==> src/rtl/trap_cond_pkg.sv <==
package trap_cond_pkg;
  localparam int unsigned COND_W = 5;
  localparam int unsigned C_SLT = 4;
  localparam int unsigned C_SGT = 3;
  localparam int unsigned C_EQ  = 2;
  localparam int unsigned C_ULT = 1;
  localparam int unsigned C_UGT = 0;
endpackage

==> src/rtl/trap_operand_prep.sv <==
module trap_operand_prep #(
  parameter int unsigned DATA_W = 64,
  parameter int unsigned HALF_W = 32
) (
  input  logic [DATA_W-1:0] op_i,
  input  logic              mode32_i,
  output logic [DATA_W-1:0] sext_o,
  output logic [DATA_W-1:0] zext_o
);
  localparam int unsigned UP_W = DATA_W - HALF_W;

  always_comb begin
    if (mode32_i) begin
      sext_o = {{UP_W{op_i[HALF_W-1]}}, op_i[HALF_W-1:0]};
      zext_o = {{UP_W{1'b0}}, op_i[HALF_W-1:0]};
    end else begin
      sext_o = op_i;
      zext_o = op_i;
    end
  end
endmodule

==> src/rtl/trap_relation_unit.sv <==
module trap_relation_unit
  import trap_cond_pkg::*;
#(
  parameter int unsigned DATA_W = 64
) (
  input  logic [DATA_W-1:0] a_s_i,
  input  logic [DATA_W-1:0] b_s_i,
  input  logic [DATA_W-1:0] a_u_i,
  input  logic [DATA_W-1:0] b_u_i,
  output logic [COND_W-1:0] cond_o
);
  always_comb begin
    cond_o        = '0;
    cond_o[C_SLT] = $signed(a_s_i) <  $signed(b_s_i);
    cond_o[C_SGT] = $signed(a_s_i) >  $signed(b_s_i);
    cond_o[C_EQ]  = a_u_i == b_u_i;
    cond_o[C_ULT] = a_u_i <  b_u_i;
    cond_o[C_UGT] = a_u_i >  b_u_i;
  end

  // relations within one class are mutually exclusive
  always_comb begin
    a_r5_signed_excl: assert (!(cond_o[C_SLT] && cond_o[C_SGT]));
    a_r5_unsigned_excl: assert ($countones({cond_o[C_EQ], cond_o[C_ULT], cond_o[C_UGT]}) == 1);
  end
endmodule

==> src/rtl/trap_decide.sv <==
module trap_decide
  import trap_cond_pkg::*;
#(
  parameter int unsigned TYPE_W = 5
) (
  input  logic [COND_W-1:0] cond_i,
  input  logic [COND_W-1:0] mask_i,
  input  logic [TYPE_W-1:0] trap_type_i,
  output logic              take_o
);
  logic hit;
  assign hit    = |(cond_i & mask_i);
  assign take_o = hit | (|trap_type_i);

  // full mask always traps, empty mask with no type never traps
  always_comb begin
    a_r8_full_mask: assert (!(&mask_i) || take_o);
    a_r8_empty: assert ((|mask_i) || (|trap_type_i) || !take_o);
  end
endmodule

==> src/rtl/trap_cond_eval.sv <==
module trap_cond_eval
  import trap_cond_pkg::*;
#(
  parameter int unsigned DATA_W  = 64,
  parameter int unsigned HALF_W  = 32,
  parameter int unsigned TYPE_W  = 5,
  parameter bit          REG_OUT = 1'b1
) (
  input  logic              clk_i,
  input  logic              rst_ni,
  input  logic              in_valid_i,
  input  logic [DATA_W-1:0] op_a_i,
  input  logic [DATA_W-1:0] op_b_i,
  input  logic [COND_W-1:0] to_mask_i,
  input  logic              mode32_i,
  input  logic [TYPE_W-1:0] trap_type_i,
  output logic              out_valid_o,
  output logic              take_trap_o,
  output logic [COND_W-1:0] cond_o
);
  logic [DATA_W-1:0] a_s, a_u, b_s, b_u;
  logic [COND_W-1:0] cond_c;
  logic              take_c;

  trap_operand_prep #(.DATA_W(DATA_W), .HALF_W(HALF_W)) u_prep_a (
    .op_i(op_a_i), .mode32_i(mode32_i), .sext_o(a_s), .zext_o(a_u)
  );
  trap_operand_prep #(.DATA_W(DATA_W), .HALF_W(HALF_W)) u_prep_b (
    .op_i(op_b_i), .mode32_i(mode32_i), .sext_o(b_s), .zext_o(b_u)
  );

  trap_relation_unit #(.DATA_W(DATA_W)) u_rel (
    .a_s_i(a_s), .b_s_i(b_s), .a_u_i(a_u), .b_u_i(b_u), .cond_o(cond_c)
  );

  trap_decide #(.TYPE_W(TYPE_W)) u_dec (
    .cond_i(cond_c), .mask_i(to_mask_i), .trap_type_i(trap_type_i), .take_o(take_c)
  );

  generate
    if (REG_OUT) begin : g_reg
      logic              vld_q, take_q;
      logic [COND_W-1:0] cond_q;

      always_ff @(posedge clk_i or negedge rst_ni) begin
        if (!rst_ni) begin
          vld_q  <= 1'b0;
          take_q <= 1'b0;
          cond_q <= '0;
        end else begin
          vld_q <= in_valid_i;
          if (in_valid_i) begin
            take_q <= take_c;
            cond_q <= cond_c;
          end
        end
      end

      assign out_valid_o = vld_q;
      assign take_trap_o = take_q;
      assign cond_o      = cond_q;

      a_r9_valid_follows: assert property (@(posedge clk_i) disable iff (!rst_ni)
        in_valid_i |=> out_valid_o);
      a_r9_no_spurious: assert property (@(posedge clk_i) disable iff (!rst_ni)
        !in_valid_i |=> !out_valid_o);
      a_r7_type_forces: assert property (@(posedge clk_i) disable iff (!rst_ni)
        (in_valid_i && (|trap_type_i)) |=> take_trap_o);
      a_r8_full_mask_reg: assert property (@(posedge clk_i) disable iff (!rst_ni)
        (in_valid_i && (&to_mask_i)) |=> take_trap_o);
      a_r6_hold_idle: assert property (@(posedge clk_i) disable iff (!rst_ni)
        !in_valid_i |=> ($stable(take_trap_o) && $stable(cond_o)));
    end else begin : g_comb
      assign out_valid_o = in_valid_i;
      assign take_trap_o = take_c;
      assign cond_o      = cond_c;
    end
  endgenerate
endmodule

==> config.mk <==
export PLATFORM = sky130hd
export DESIGN_NAME = trap_cond_eval
export DESIGN_NICKNAME = d
export VERILOG_FILES = /design/src/rtl/trap_cond_pkg.sv /design/src/rtl/trap_operand_prep.sv /design/src/rtl/trap_relation_unit.sv /design/src/rtl/trap_decide.sv /design/src/rtl/trap_cond_eval.sv
export SDC_FILE = /design/constraint.sdc
export NUM_CORES = 1
export LEC_CHECK = 0
export ABC_AREA = 1
export BUFFER_PORTS_ARGS = -buffer_cell sky130_fd_sc_hd__buf_4
export CAP_MARGIN = 30
export CORE_ASPECT_RATIO = 1.25
export CORE_MARGIN = 2
export CORE_UTILIZATION = 25
export DETAILED_ROUTE_END_ITERATION = 6
export GPL_ROUTABILITY_DRIVEN = 0
export PLACE_DENSITY = 0.52
export SYNTH_ARGS = -nofsm -noshare
export SYNTH_HDL_FRONTEND = slang
export SYNTH_HIERARCHICAL = 1
export SYNTH_SLANG_ARGS = --single-unit
==> constraint.sdc <==
create_clock -name clk_i -period 1.4 [get_ports clk_i]
set_input_delay 0.07 -clock clk_i [delete_from_list [all_inputs] [get_ports clk_i]]
set_output_delay 0.07 -clock clk_i [all_outputs]
set_load 0.02 [all_outputs]
==> flow_metrics.py <==
metrics = {
    "run_status": {
        "status": "finished with violations",
        "violations_in_the_final_reports": "negative setup slack",
    },
    "logic_synthesis": {
        "seq_cells_post_synth": 7,
        "dominantRegCellSynth": "dfrtp_1",
        "syn-mean-instance-area_sq_um": 5.95,
        "edff_count_synth": 0,
        "async_reset_ff_frac": 1.00,
        "postSynthNetCount": 1218,
        "synth_sequential_area_ratio": 0.0310,
        "ys_top_cells_by_area": "ha_1 28%, nand2_1 18%, buf_4 18%",
        "post_synth_instance_area_sq_um": 5640,
        "synth_cell_types": 27,
        "synth-warning-count": 6,
        "synth_cells": 948,
        "synth_largest_type_area_fraction": 0.284,
        "synthDominantAreaCellType": "ha_1",
    },
    "clock_tree": {
        "cts_sinks": 7,
        "worst_skew_pair.late_latency_ps": 230,
        "number_of_buffers_created_by_cts": 3,
        "clkSlewWorstSetupHoldPaths_ps": 40,
        "largest_buffer_count_on_any_clock_path": 2,
        "ctsHtreeMaxLevel": 1,
        "tritoncts": "yes",
        "clock_tree.root_cell": "clkbuf_16",
    },
    "pwr": {
        "leakage_uw": 0.00473,
        "powerDensity_nw_per_um2": 414,
        "worst_ir_drop_on_vdd_mv": 0.216,
    },
    "sta": {
        "fin_hold_ws_ps": 35.5,
        "achievable-frequency_ghz": 0.478,
        "final_critical_path_setup_slack_ps": -692,
        "max_slew_margin": 0.800,
        "min_period_ps": 2090,
        "hold_viol_final": 0,
        "finalSetupViolations": 6,
        "timing.clock.skew_ps": 0,
        "grt_setup_unrepaired": "true",
        "final_min_period_over_clock_period": 1.49,
        "worstMarginPinSlew_ps": 298,
        "report.final.slew_viol_count": 0,
    },
    "floorplanning": {
        "num_io_pins": 149,
        "core-area_sq_um": 22200,
        "std_cell_rows": 61,
        "horizontal_die_dimension_um": 138,
        "effective_utilization_at_floorplan": 0.254,
        "chipHeight_um": 172,
        "total_die_area_sq_um": 23800,
    },
    "drt": {
        "dr_vias": 5262,
        "route.detailed.wl_per_inst_um": 11.5,
        "postRouteAntennaNets": 0,
        "postRouteWirelength_mm": 15.0,
        "first_pass_iters": 4,
        "detail_route.iter0.violations": 113,
        "viasPerCell": 4.03,
        "drc": 0,
    },
    "worst_hold_path": {
        "worst_hold_path_type": "primary input to flip-flop",
        "whs_endpoint": "out_valid_o",
        "hold_path_startpoint": "in_valid_i",
        "timing.hold.worst_path_depth": 1,
    },
    "place": {
        "placement.setup.worst_slack_ps": -1090,
        "dp_hpwl_mm": 12.9,
        "io_buffer_count": 148,
        "post_dp_cell_area_sq_um": 6460,
    },
    "cells_and_area": {
        "regArea_sq_um": 175,
        "fillers": 2436,
        "postLayoutCellArea_sq_um": 7410,
        "antenna_diode_count": 0,
        "finalCoreUtilization": 0.333,
        "drive_gt1_frac": 0.337,
        "multi_input_area_sq_um": 4160,
        "finalNetCount": 1293,
        "area_delta_synth_final_pct": 31.2,
    },
    "worst_setup_path": {
        "timing.critical_path.required_ps": 1520,
        "cp-end-kind": "flip-flop",
        "timing.rr.end": "take_trap_o",
        "crit-reg2reg-launch": "take_trap_o",
        "critPathLaunchType": "primary input",
        "worst_r2r_path_depth": 2,
        "timing_worst_setup_path_type": "primary input to flip-flop",
        "critical_path_arrival_ps": 2210,
        "r2r_setup_slack_ps": 760,
        "cp_max_fo": 8,
    },
    "global_route": {
        "antenna_found_initial": 0,
        "via_count_of_the_first_global_routing_pass": 5058,
        "all_layer_global_routing_usage": 0.119,
        "grt_remaining_overflow": 0,
        "grt_start_max_net_pins": 16,
        "grt_first_pass_wirelength_mm": 23.4,
    },
    "job": {
        "max_cap_viol_count": 0,
    },
}
==> per-layer routing <==
| metal | GRT usage | wire (um) |
|---|---|---|
| met1 | 0.142 | 6490 |
| met5 | 0 | 0 |
| met3 | 0.0122 | 660 |
| met4 | 0.0164 | 104 |
| met2 | 0.235 | 7750 |
==> stage by stage <==
step	power, uW	setup TNS (ps)	cells
2_1_floorplan	1630	-1180	948
3_3_place_gp	2190	-5290	1285
3_5_place_dp	2210	-5440	1285
4_1_cts	2830	-2810	1296
5_1_grt	3410	-3590	1305
6_report	3070	-2890	1305
==> placed cells by master (no fill, tap or decap), types with 3 or more instances in the layout <==
cell type and n:
nand2_1 226, inv_1 218, buf_4 189, ha_1 113, a21oi_1 52, nand2_2 40, nor2_1 21, nand2_4 18
inv_2 15, ha_4 15, nor2_2 13, nand4_1 11, buf_6 8, o21ai_0 8, dfrtp_1 7, buf_12 5
nor2_4 5, clkbuf_16 4, o21a_1 4, nand3_2 4, o21ai_1 4, nor3_4 3, nand3_4 3, a21oi_2 3
a21o_1 3
==> worst max path at each step <==
stage | start | endpoint | slack [ps] | cells after the start
6_report | mode32_i | take_trap_o | -690 | 20
5_1_grt | mode32_i | take_trap_o | -880 | 21
4_1_cts | mode32_i | take_trap_o | -640 | 19
3_5_place_dp | mode32_i | take_trap_o | -1090 | 21
3_3_place_gp | mode32_i | take_trap_o | -1060 | 22
2_1_floorplan | mode32_i | take_trap_o | -470 | 21
==> power by group <==
part | internal (uW) | switching, uW
logic | 1120 | 1220
registers | 229 | 14.2
clock network | 379 | 109
==> worst max-delay path: stages <==
cell and delay [ps]:
buf_16 150, clkinv_16 90, buf_12 140, nand2_4 50, nand2_2 60, inv_2 40
ha_4 260, nand4_1 160, nor2_2 160, nand3_2 110, nor3b_4 210, buf_4 140
and3b_2 190, nor2_4 40, nand2_1 50, nand2_1 40, nor2_1 90, nand2_1 50
nand2_1 50, nand2_1 40
==> sequential cells by signal (all words and copies together), names as in the netlist <==
| signal | flops |
|---|---|
| take_trap_o | 1 |
| out_valid_o | 1 |
| cond_o | 5 |
==> cell usage after synthesis (all sizes together) (2+ instances only) <==
library cell,number
nand4,11
nor4,5
nor2,39
inv,235
nor3,5
o21bai,2
a21oi,57
buf,140
dfrtp,7
a21o,3
ha,128
o21a,4
nand3,9
o21ai,13
nand2,285
==> logic make-up (layout without fill, tap and decap cells) <==
| group | Yosys count | count (layout) | synth area share |
|---|---|---|---|
| adders and majority gates | 128 | 128 | 0.284 |
| AOI/OAI and AO/OA | 80 | 80 | 0.0754 |
| and+or+nand+nor | 358 | 359 | 0.263 |
| DFF | 7 | 7 | 0.0310 |
| buffers and inverters | 375 | 448 | 0.346 |
==> layout make-up <==
cell class / count / share of cell area
multi-input cells: 567 / 0.561
well taps: 283 / 0.0478
inverters: 235 / 0.124
repair inverters: 2 / 0.00237
repair buffers: 207 / 0.230
clock buffers: 4 / 0.0106
flip-flops and latches: 7 / 0.0237
==> repair_timing <==
item	CTS	global route
pin swaps	15	44
setup buffers	3	9
hold buffers	1	0
cloned	3	1
resized for setup	49	114
endpoints found under the hold margin	7	0
setup endpoints to repair	6	6
No activity file was read; power rests on OpenSTA's default activity.
